## src/rtl/acm_pkg.sv

```systemverilog
package acm_pkg;

  localparam int unsigned ACM_SMP_W   = 14;
  localparam int unsigned ACM_WIN_LEN = 128;

  typedef enum logic [1:0] {
    FIX_PASS   = 2'd0,
    FIX_INTERP = 2'd1,
    FIX_REPEAT = 2'd2
  } fix_kind_e;

  function automatic fix_kind_e choose_fix(input logic cur_bad, input logic nxt_bad);
    if (!cur_bad)      return FIX_PASS;
    else if (!nxt_bad) return FIX_INTERP;
    else               return FIX_REPEAT;
  endfunction

endpackage

```

## src/rtl/acm_conceal.sv

```systemverilog
module acm_conceal
  import acm_pkg::*;
#(
  parameter int unsigned SMP_W = ACM_SMP_W
) (
  input  logic [SMP_W-1:0] cur_smp,
  input  logic             cur_bad,
  input  logic [SMP_W-1:0] nxt_smp,
  input  logic             nxt_bad,
  input  logic [SMP_W-1:0] prev_smp,
  output logic [SMP_W-1:0] fix_smp,
  output fix_kind_e        fix_kind
);

  // floor of the signed mean: widen by one bit, add, drop the LSB
  function automatic logic [SMP_W-1:0] mean_floor(input logic [SMP_W-1:0] a,
                                                  input logic [SMP_W-1:0] b);
    logic [SMP_W:0] s;
    s = {a[SMP_W-1], a} + {b[SMP_W-1], b};
    return s[SMP_W:1];
  endfunction

  always_comb begin
    fix_kind = choose_fix(cur_bad, nxt_bad);
    unique case (fix_kind)
      FIX_PASS:   fix_smp = cur_smp;
      FIX_INTERP: fix_smp = mean_floor(prev_smp, nxt_smp);
      default:    fix_smp = prev_smp;
    endcase
  end

endmodule

```

## src/rtl/acm_err_window.sv

```systemverilog
module acm_err_window #(
  parameter  int unsigned WIN_LEN = 128,
  localparam int unsigned CNT_W   = $clog2(WIN_LEN + 1),
  localparam int unsigned IDX_W   = (WIN_LEN > 1) ? $clog2(WIN_LEN) : 1
) (
  input  logic             clk,
  input  logic             rst_n,
  input  logic             smp_fire,
  input  logic             smp_bad,
  input  logic [CNT_W-1:0] limit,
  output logic             mute,
  output logic             win_end,
  output logic [CNT_W-1:0] win_errs
);

  logic [IDX_W-1:0] idx_q;
  logic [CNT_W-1:0] cnt_q;
  logic             mute_q;

  function automatic logic above_limit(input logic [CNT_W-1:0] c, input logic [CNT_W-1:0] l);
    return c > l;
  endfunction

  function automatic logic below_quarter(input logic [CNT_W-1:0] c, input logic [CNT_W-1:0] l);
    return {c, 2'b00} < {2'b00, l};
  endfunction

  assign win_errs = cnt_q + CNT_W'(smp_bad);
  assign win_end  = smp_fire && (idx_q == IDX_W'(WIN_LEN - 1));
  assign mute     = mute_q;

  always_ff @(posedge clk) begin
    if (!rst_n) begin
      idx_q  <= '0;
      cnt_q  <= '0;
      mute_q <= 1'b0;
    end else if (smp_fire) begin
      if (win_end) begin
        idx_q <= '0;
        cnt_q <= '0;
        if (above_limit(win_errs, limit))        mute_q <= 1'b1;
        else if (below_quarter(win_errs, limit)) mute_q <= 1'b0;
      end else begin
        idx_q <= idx_q + 1'b1;
        cnt_q <= win_errs;
      end
    end
  end

endmodule

```

## src/rtl/acm_lookahead.sv

```systemverilog
module acm_lookahead
  import acm_pkg::*;
#(
  parameter int unsigned SMP_W = ACM_SMP_W
) (
  input  logic             clk,
  input  logic             rst_n,
  input  logic             in_valid,
  output logic             in_ready,
  input  logic [SMP_W-1:0] in_sample,
  input  logic             in_err,
  input  logic             mute,
  output logic             out_valid,
  input  logic             out_ready,
  output logic [SMP_W-1:0] out_sample,
  output logic             in_fire,
  output logic             emit
);

  logic             pend_vld;
  logic [SMP_W-1:0] pend_smp;
  logic             pend_bad;
  logic [SMP_W-1:0] prev_smp;
  logic             out_vld_q;
  logic [SMP_W-1:0] out_smp_q;
  logic [SMP_W-1:0] fix_smp;
  fix_kind_e        fix_kind;
  logic             out_room;

  assign out_room  = !out_vld_q || out_ready;
  assign in_ready  = !pend_vld || out_room;
  assign in_fire   = in_valid && in_ready;
  assign emit      = in_fire && pend_vld;
  assign out_valid = out_vld_q;
  assign out_sample = out_smp_q;

  acm_conceal #(.SMP_W(SMP_W)) conceal_i (
    .cur_smp  (pend_smp),
    .cur_bad  (pend_bad),
    .nxt_smp  (in_sample),
    .nxt_bad  (in_err),
    .prev_smp (prev_smp),
    .fix_smp  (fix_smp),
    .fix_kind (fix_kind)
  );

  always_ff @(posedge clk) begin
    if (!rst_n) begin
      pend_vld  <= 1'b0;
      pend_smp  <= '0;
      pend_bad  <= 1'b0;
      prev_smp  <= '0;
      out_vld_q <= 1'b0;
      out_smp_q <= '0;
    end else begin
      if (in_fire) begin
        pend_vld <= 1'b1;
        pend_smp <= in_sample;
        pend_bad <= in_err;
      end
      if (emit) begin
        out_vld_q <= 1'b1;
        out_smp_q <= mute ? '0 : fix_smp;
        prev_smp  <= fix_smp;
      end else if (out_ready) begin
        out_vld_q <= 1'b0;
      end
    end
  end

endmodule

```

## src/rtl/audio_conceal_mute.sv

```systemverilog
module audio_conceal_mute
  import acm_pkg::*;
#(
  parameter  int unsigned SMP_W   = ACM_SMP_W,
  parameter  int unsigned WIN_LEN = ACM_WIN_LEN,
  localparam int unsigned CNT_W   = $clog2(WIN_LEN + 1)
) (
  input  logic             clk,
  input  logic             rst_n,
  input  logic             in_valid,
  output logic             in_ready,
  input  logic [SMP_W-1:0] in_sample,
  input  logic             in_err,
  input  logic [CNT_W-1:0] err_limit,
  output logic             out_valid,
  input  logic             out_ready,
  output logic [SMP_W-1:0] out_sample,
  output logic             mute
);

  // internal events, named for the bound checker
  logic             in_fire;
  logic             emit;
  logic             win_end;
  logic [CNT_W-1:0] win_errs;

  acm_err_window #(.WIN_LEN(WIN_LEN)) win_i (
    .clk      (clk),
    .rst_n    (rst_n),
    .smp_fire (in_fire),
    .smp_bad  (in_err),
    .limit    (err_limit),
    .mute     (mute),
    .win_end  (win_end),
    .win_errs (win_errs)
  );

  acm_lookahead #(.SMP_W(SMP_W)) look_i (
    .clk        (clk),
    .rst_n      (rst_n),
    .in_valid   (in_valid),
    .in_ready   (in_ready),
    .in_sample  (in_sample),
    .in_err     (in_err),
    .mute       (mute),
    .out_valid  (out_valid),
    .out_ready  (out_ready),
    .out_sample (out_sample),
    .in_fire    (in_fire),
    .emit       (emit)
  );

endmodule

```

## config.mk

```make
export PLATFORM = sky130hd
export DESIGN_NAME = audio_conceal_mute
export DESIGN_NICKNAME = d
export VERILOG_FILES = /design/src/rtl/acm_pkg.sv /design/src/rtl/acm_conceal.sv /design/src/rtl/acm_err_window.sv /design/src/rtl/acm_lookahead.sv /design/src/rtl/audio_conceal_mute.sv
export SDC_FILE = /design/constraint.sdc
export NUM_CORES = 1
export LEC_CHECK = 0
export BUFFER_PORTS_ARGS = -buffer_cell sky130_fd_sc_hd__clkbuf_2
export CAP_MARGIN = 25
export CORE_ASPECT_RATIO = 1.1
export CORE_MARGIN = 4
export CORE_UTILIZATION = 40
export CTS_CLUSTER_DIAMETER = 120
export DETAILED_ROUTE_END_ITERATION = 12
export PLACE_DENSITY = 0.67
export SLEW_MARGIN = 15
export SYNTH_ARGS = -nofsm -noshare
export SYNTH_HDL_FRONTEND = slang
export SYNTH_HIERARCHICAL = 1
export SYNTH_SLANG_ARGS = --single-unit
```

## constraint.sdc

```tcl
create_clock -name clk -period 5.8 [get_ports clk]
set_clock_uncertainty 0.15 [all_clocks]
set_input_delay 0.29 -clock clk [delete_from_list [all_inputs] [get_ports clk]]
set_output_delay 0.29 -clock clk [all_outputs]
set_load 0.05 [all_outputs]
```

==> results.yml, run 1 <==
pwr:
  p_per_area_nw_per_um2: 240
  leakage_nw: 1.85
  clockPowerShare_pct: 43.7
  combPwrFrac_pct: 14.2
  netSwitchingFraction_pct: 26.5
  power.switching_mw: 0.280
  vdd_ir_drop_max_mv: 0.117
  seqPwrFrac_pct: 42.2
  intPower_mw: 0.777
clock_network:
  cts_tree: "built"
  insertion_delay_ns: 0.34
  clock_sinks: 61
  cts_hold_buf: 0
  cts-htree-levels: 3
  numCtsBuffers: 9
  postCtsSetupRepairBufs: 0
  clock_path_buffers: 2
  clk_pin_slew_ns: 0.07
  clockRootBuffer: "clkbuf_8"
  cts_resized: 0
grt:
  grt_use_total_pct: 17.2
  grt_pass1_wl_um: 15900
  grt_max_degree: 78
  grt_overflow: 0
  antenna_found_initial: 0
  grt_pass1_vias: 3277
floorplan:
  dieArea_um2: 11500
  ios: 44
  core-area_um2: 9490
  num_rows: 37
  initial_core_util_pct: 41.5
  die_h_um: 112
  die_x_um: 103
drt:
  routed_wl_um: 9480
  vias: 3379
  drt_iter0_drc: 266
  vias_per_cell: 5.55
  drt_pass1_iterations: 5
  wire_per_inst_um: 15.6
  antenna_left: 0
  route.detailed.drc: 0
timing:
  setup_violations: 0
  post-route-min-period_ns: 2.66
  holdWs_ns: 0.0312
  fmax_mhz: 376
  fin_setup_tns_ns: 0
  worst_slew_pin_slew_ns: 1.02
  grt_setup_unrepaired: "false"
  slew_headroom_pct: 31.8
  slew_violations: 0
  hold_viol_final: 0
  final.period_utilization_pct: 45.9
run_status:
  status: "complete, no violations"
critical_path:
  crit_fanout: 36
  reg2reg_setup_slack_ns: 3.14
  cp.arrival_ns: 2.72
  crit_path_end_kind: "flop"
  critPathLaunchType: "flop"
  cp.required_ns: 5.85
  worstSetupPathType: "flop to flop"
layout:
  fillers: 933
  final_nets: 546
  diodes: 0
  area_growth_pct: 12.0
  final_layout_size_suffix_gt1_share_pct: 15.0
placed_design:
  hpwl_um: 6660
  port_buffers: 43
  gp_congestion: 0.899
logic_synthesis:
  synth_cells: 461
  yosys_warnings: 6
  syn-num-nets: 520
  syn_area_per_cell_um2: 8.53
  syn_area_um2: 3930
hold_path:
  hp-class: "input port to flop"
run:
  max-cap-violations: 0
[power by group through the flow]
stage,clock (mW),combinational [mW],sequential (mW)
after global routing,0.492,0.167,0.448
after CTS,0.472,0.150,0.445
after detailed placement,0,0.149,0.455
after global placement,0,0.145,0.455
final,0.462,0.150,0.446
after floorplan,0,0.105,0.461
[area by class of cell]
class	instances	area, um2	share of cell area (%)
multi-input cells	351	2490	56.5
flip-flops and latches	61	1220	27.7
repair buffers	46	241	5.48
well taps	117	146	3.32
clock buffers	10	128	2.90
clock inverters	6	111	2.53
inverters	18	67.6	1.53
[sequential cells by signal, indices dropped and copies added, names as in the netlist]
signal             count
look_i/out_sample     14
look_i/pend_smp       14
look_i/prev_smp       14
win_i/cnt_q            8
win_i/idx_q            7
look_i/out_valid       1
look_i/pend_bad        1
look_i/pend_vld        1
win_i/mute             1
[final timing paths]
| check | to | from | depth (start not counted) |
|---|---|---|---|
| worst max-delay path | win_i/mute$_SDFFE_PN0P_ | look_i/out_valid$_SDFFE_PN0P_ | 9 |
| worst min-delay path | look_i/pend_vld$_SDFFE_PN0P_ | in_valid | 2 |
| worst max register to register | win_i/mute$_SDFFE_PN0P_ | look_i/out_valid$_SDFFE_PN0P_ | 9 |
| worst min register to register | look_i/pend_smp[8]$_SDFFE_PN0P_ | look_i/pend_smp[8]$_SDFFE_PN0P_ | 2 |
[routing by layer]
layer	share of wire (%)	up-vias	track usage, %	wire (um)
met5	0	-	0	0
met4	1.2	0	6.12	112
met3	5.2	6	3.17	497
met2	45	93	25.8	4260
met1	49	1575	24.4	4610
li1	-	1705	-	-
[through the flow]
step	std cells	total power, mW	util [%]	area (um2)	setup slack (ns)
after global placement	592	0.599	43.8	4160	3.18
after floorplan	461	0.566	-	3930	3.59
final	609	1.06	46.4	4410	3.14
after detailed placement	592	0.604	43.8	4160	3.17
after global routing	609	1.11	46.4	4410	2.94
after CTS	608	1.07	46.3	4390	3.19
[worst max-delay path, cell delays in order, from the launching register on]
cell	delay [ns]
dfxtp_1	0.32
nor2b_4	0.23
a21boi_4	0.17
buf_4	0.43
and3_1	0.30
nand2_1	0.29
inv_1	0.18
nand3_1	0.08
nor4_1	0.20
o32ai_1	0.13
[cells in the final DEF (no fill, tap or decap), types with 9 or more instances in the layout]
cell and n:
dfxtp_1 61, nand2_1 54, clkbuf_2 43, ha_1 31, a21boi_1 30, o21ai_1 26, nand3_1 23, o21ai_0 18
mux2i_1 17, inv_1 17, a21oi_1 17, nand4b_1 14, xnor2_1 13, nor2_1 12, clkbuf_8 9
No activity file was read; power rests on OpenSTA's default activity.
==> run 2, diff against run 1 <==
clock period = 2.55 ns   (was 5.8 ns; I/O delays follow)
==> results.yml, run 2 (same netlist as run 1, synthesis figures left out) <==
placed_design:
  port_buffers: 43
  pre_cts_ws_ns: 0.0438
  gp_congestion: 0.968
  hpwl_um: 7010
timing:
  fmax_mhz: 410
  fin_setup_tns_ns: 0
  final.period_utilization_pct: 95.7
  holdWs_ns: 0.115
  worst_slew_pin_slew_ns: 0.731
  setup_violations: 0
  post-route-min-period_ns: 2.44
  layout_setup_ws_ns: 0.109
  hold_viol_final: 0
  slew_headroom_pct: 51.3
  slew_violations: 0
drt:
  wire_per_inst_um: 15.6
  drt_pass1_iterations: 4
  drt_iter0_drc: 183
  antenna_left: 0
  route.detailed.drc: 0
  routed_wl_um: 9830
  vias_per_cell: 5.57
  vias: 3512
critical_path:
  cp.arrival_ns: 2.57
  crit_path_end_kind: "flop"
  crit_cells: 11
  reg2regPathDepth: 9
  critPathLaunchType: "input port"
  cp_num_buf_inv: 2
  worstSetupPathType: "input port to flop"
  cp_slowest_cell: "dlygate4sd3_1"
  critPathTopFamily: "compound AO/OA/AOI/OAI gates"
  crit_fanout: 8
  critical_path.max_stage_delay_ns: 0.54
  path_cells: "dlygate4sd3_1, clkbuf_2, ha_2, a21o_1, a221o_1, a41oi_1, o41ai_2, xnor2_1, o21ai_1, nand4b_1, a21boi_1"
  cp.required_ns: 2.68
run_status:
  status: "complete, no violations"
hold_path:
  hp-class: "input port to flop"
  holdPathStages: 4
layout:
  final_cell_mix: "dfxtp_1 (60), nand2_1 (54), clkbuf_2 (43)"
  utilization_pct: 48.6
  fillers: 892
  final_nets: 569
  diodes: 0
  final_layout_size_suffix_gt1_share_pct: 17.1
  area_growth_pct: 17.3
  final_common_cell: "dfxtp_1"
pwr:
  leakage_nw: 1.95
  vdd_ir_drop_max_mv: 0.229
  power.total_mw: 2.34
  p_per_area_nw_per_um2: 507
grt:
  grt_pass1_vias: 3272
  grt_max_degree: 41
  grt_overflow: 0
  grt_pass1_wl_um: 16100
  grt_use_total_pct: 17.5
  antenna_found_initial: 0
floorplan:
  initial_core_util_pct: 41.5
  num_rows: 37
  die_h_um: 112
  core-area_um2: 9490
  ios: 44
  die_x_um: 103
  dieArea_um2: 11500
clock_network:
  clock_path_buffers: 2
  cts_tree: "built"
  numCtsBuffers: 9
  cts-htree-levels: 3
  clk_pin_slew_ns: 0.07
  clockRootBuffer: "clkbuf_8"
  clock_sinks: 61
  insertion_delay_ns: 0.34
run:
  max-cap-violations: 0
==> run 2: worst register-to-register path, stage by stage, from the launching register on <==
cell and delay (ns):
dfxtp_1 0.36, ha_2 0.33, a21o_1 0.21, a221o_1 0.32
a41oi_1 0.20, o41ai_2 0.12, xnor2_1 0.15, o21ai_1 0.19
nand4b_1 0.13, a21boi_1 0.16
==> run 2: final cells by class <==
cell class,count,area [um2],share of cell area [%]
multi-input combinational,351,2510,54.3
inverter,18,67.6,1.46
tap,117,146,3.17
sequential,61,1220,26.5
clock buffer,10,138,2.98
clock inverter,5,75.1,1.63
timing repair buffer,69,460,9.98
==> run 2: worst paths after layout <==
kind | to | start | slack, ns
setup / recovery | look_i/out_sample[12]$_SDFFE_PN0P_ | in_sample[10] | 0.11
hold / removal | look_i/pend_bad$_SDFFE_PN0P_ | in_err | 0.11
setup reg to reg | look_i/out_sample[12]$_SDFFE_PN0P_ | look_i/prev_smp[10]$_SDFFE_PN0P_ | 0.18
hold reg to reg | look_i/pend_smp[0]$_SDFFE_PN0P_ | look_i/pend_smp[0]$_SDFFE_PN0P_ | 0.31
==> run 2: layer usage <==
| metal | up-vias | track usage, % | routed length (um) |
|---|---|---|---|
| li1 | 1753 | - | - |
| met2 | 81 | 26.3 | 4440 |
| met1 | 1666 | 24.6 | 4830 |
| met5 | - | 0 | 0 |
| met3 | 12 | 3.36 | 410 |
| met4 | 0 | 6.74 | 152 |
==> run 2: what timing repair did <==
item / in CTS / in global routing
hold buffers: 15 / 0
setup endpoints to repair: 0 / 9
setup buffers: 0 / 0
gates resized for setup: 0 / 8
endpoints found under the hold margin: 15 / 0
==> run 2: report_power, final <==
part | switching, mW | internal (mW) | total [mW]
registers | 0.0255 | 0.987 | 1.01
clock network | 0.385 | 0.566 | 0.951
logic | 0.220 | 0.155 | 0.375
total | 0.631 | 1.71 | 2.34
==> run 2: per-stage QoR <==
stage,cells,cell area (um2)
floorplan,461,3930
finish,631,4620
global placement,601,4240
CTS,631,4600
detailed placement,601,4240
global route,631,4620
==> run 3, diff against run 2 <==
REMOVE_ABC_BUFFERS = 1   (was unset)
==> results.yml, run 3 (same netlist as run 1, synthesis figures left out) <==
run_status:
  status: "complete, no violations"
timing:
  grt_setup_unrepaired: "true"
  slew_violations: 0
  fmax_mhz: 406
  final.period_utilization_pct: 96.5
  worst_slew_pin_slew_ns: 0.626
  post-route-min-period_ns: 2.46
  setup_violations: 0
  slew_headroom_pct: 58.2
  hold_viol_final: 0
layout:
  final_cell_mix: "dfxtp_1 (61), nand2_1 (54), clkbuf_2 (43)"
  final_common_cell: "dfxtp_1"
  utilization_pct: 48.2
  final_layout_size_suffix_gt1_share_pct: 17.1
  stdcell_area_um2: 4580
  fillers: 901
  diodes: 0
  area_growth_pct: 16.3
  final_nets: 570
critical_path:
  crit_fanout: 8
  path_cells: "dlygate4sd3_1, clkbuf_2, ha_2, a21o_1, a221o_1, a41oi_1, o41ai_2, xnor2_1, o21ai_1, nand4b_1, a21boi_1"
  cp.required_ns: 2.66
  critPathLaunchType: "input port"
  critical_path.max_stage_delay_ns: 0.57
  crit_path_end_kind: "flop"
  critPathTopFamily: "compound AO/OA/AOI/OAI gates"
  worstSetupPathType: "input port to flop"
  cp_slowest_cell: "dlygate4sd3_1"
  cp.arrival_ns: 2.57
  cp_num_buf_inv: 2
drt:
  route.detailed.drc: 0
  antenna_left: 0
  routed_wl_um: 9440
  drt_pass1_iterations: 4
  vias: 3490
  drt_iter0_drc: 238
  wire_per_inst_um: 14.9
  vias_per_cell: 5.51
clock_network:
  numCtsBuffers: 9
  postCtsSetupRepairBufs: 0
  clock_sinks: 61
  cts_tree: "built"
  clk_pin_slew_ns: 0.07
  insertion_delay_ns: 0.33
  clockRootBuffer: "clkbuf_8"
  cts-htree-levels: 3
  clock_path_buffers: 2
grt:
  grt_max_degree: 37
  grt_use_total_pct: 16.9
  grt_pass1_vias: 3387
  antenna_found_initial: 0
  grt_pass1_wl_um: 15900
  grt_overflow: 0
floorplan:
  dieArea_um2: 11500
  core-area_um2: 9490
  die_x_um: 103
  initial_core_util_pct: 41.5
  num_rows: 37
  ios: 44
  die_h_um: 112
pwr:
  leakage_nw: 1.93
  vdd_ir_drop_max_mv: 0.363
  p_per_area_nw_per_um2: 472
placed_design:
  placed_area_um2: 4230
  hpwl_um: 6480
  port_buffers: 43
  gp_congestion: 0.834
run:
  max-cap-violations: 0
hold_path:
  hp-class: "input port to flop"
## run 3: power by group
group	switching, mW	internal [mW]	total (mW)
clock network	0.377	0.401	0.779
registers	0.0230	0.987	1.01
logic	0.216	0.153	0.369
total	0.617	1.54	2.16
## run 3: timing repair
action,CTS,global route
hold buffers,15,0
resized for setup,0,7
hold endpoints to repair,15,0
setup endpoints to repair,0,9
## run 3: area by class of cell
type / count / area, um2 / area share, %
Timing Repair Buffer: 70 / 455 / 9.95
Inverter: 18 / 67.6 / 1.48
Multi-Input combinational cell: 351 / 2510 / 54.8
Clock inverter: 4 / 22.5 / 0.492
Tap cell: 117 / 146 / 3.20
Clock buffer: 12 / 155 / 3.39
Sequential cell: 61 / 1220 / 26.7
## run 3: through the flow
step	hold WS [ns]	setup TNS, ns	setup WS [ns]	std cells	power (mW)
2_1_floorplan	0.0877	-24.12	-1.30	430	1.26
3_3_place_gp	0.222	0	0.165	602	1.37
3_5_place_dp	0.238	0	0.118	602	1.38
4_1_cts	0.0920	0	0.0768	633	2.18
5_1_grt	0.104	-0.00517	-0.00501	633	2.27
6_report	0.103	0	0.0897	633	2.16
## run 3: layer usage
layer / wire (um) / global-route usage (%) / vias to the layer above
li1: - / - / 1759
met1: 4440 / 23.2 / 1641
met2: 4390 / 26.4 / 80
met3: 486 / 3.54 / 10
met4: 125 / 5.16 / 0
met5: 0 / 0 / -
## run 3: path summary, 6_finish.rpt
kind | depth (start not counted) | to | slack (ns) | start
worst min register to register | 2 | look_i/pend_smp[0]$_SDFFE_PN0P_ | 0.31 | look_i/pend_smp[0]$_SDFFE_PN0P_
worst max register to register | 10 | look_i/out_sample[11]$_SDFFE_PN0P_ | 0.17 | look_i/prev_smp[1]$_SDFFE_PN0P_
worst max-delay path | 11 | look_i/out_sample[12]$_SDFFE_PN0P_ | 0.09 | in_sample[10]
worst min-delay path | 4 | look_i/pend_bad$_SDFFE_PN0P_ | 0.10 | in_err
## run 3: worst register-to-register path, stage by stage, from the launching register on
cell and delay, ns:
dfxtp_1 0.38, inv_1 0.08, fa_1 0.45, nor2b_2 0.16, o31a_1 0.24, o21ai_2 0.10
a32oi_1 0.23, xnor2_1 0.10, o21ai_1 0.16, nand4b_1 0.12, a21boi_1 0.15
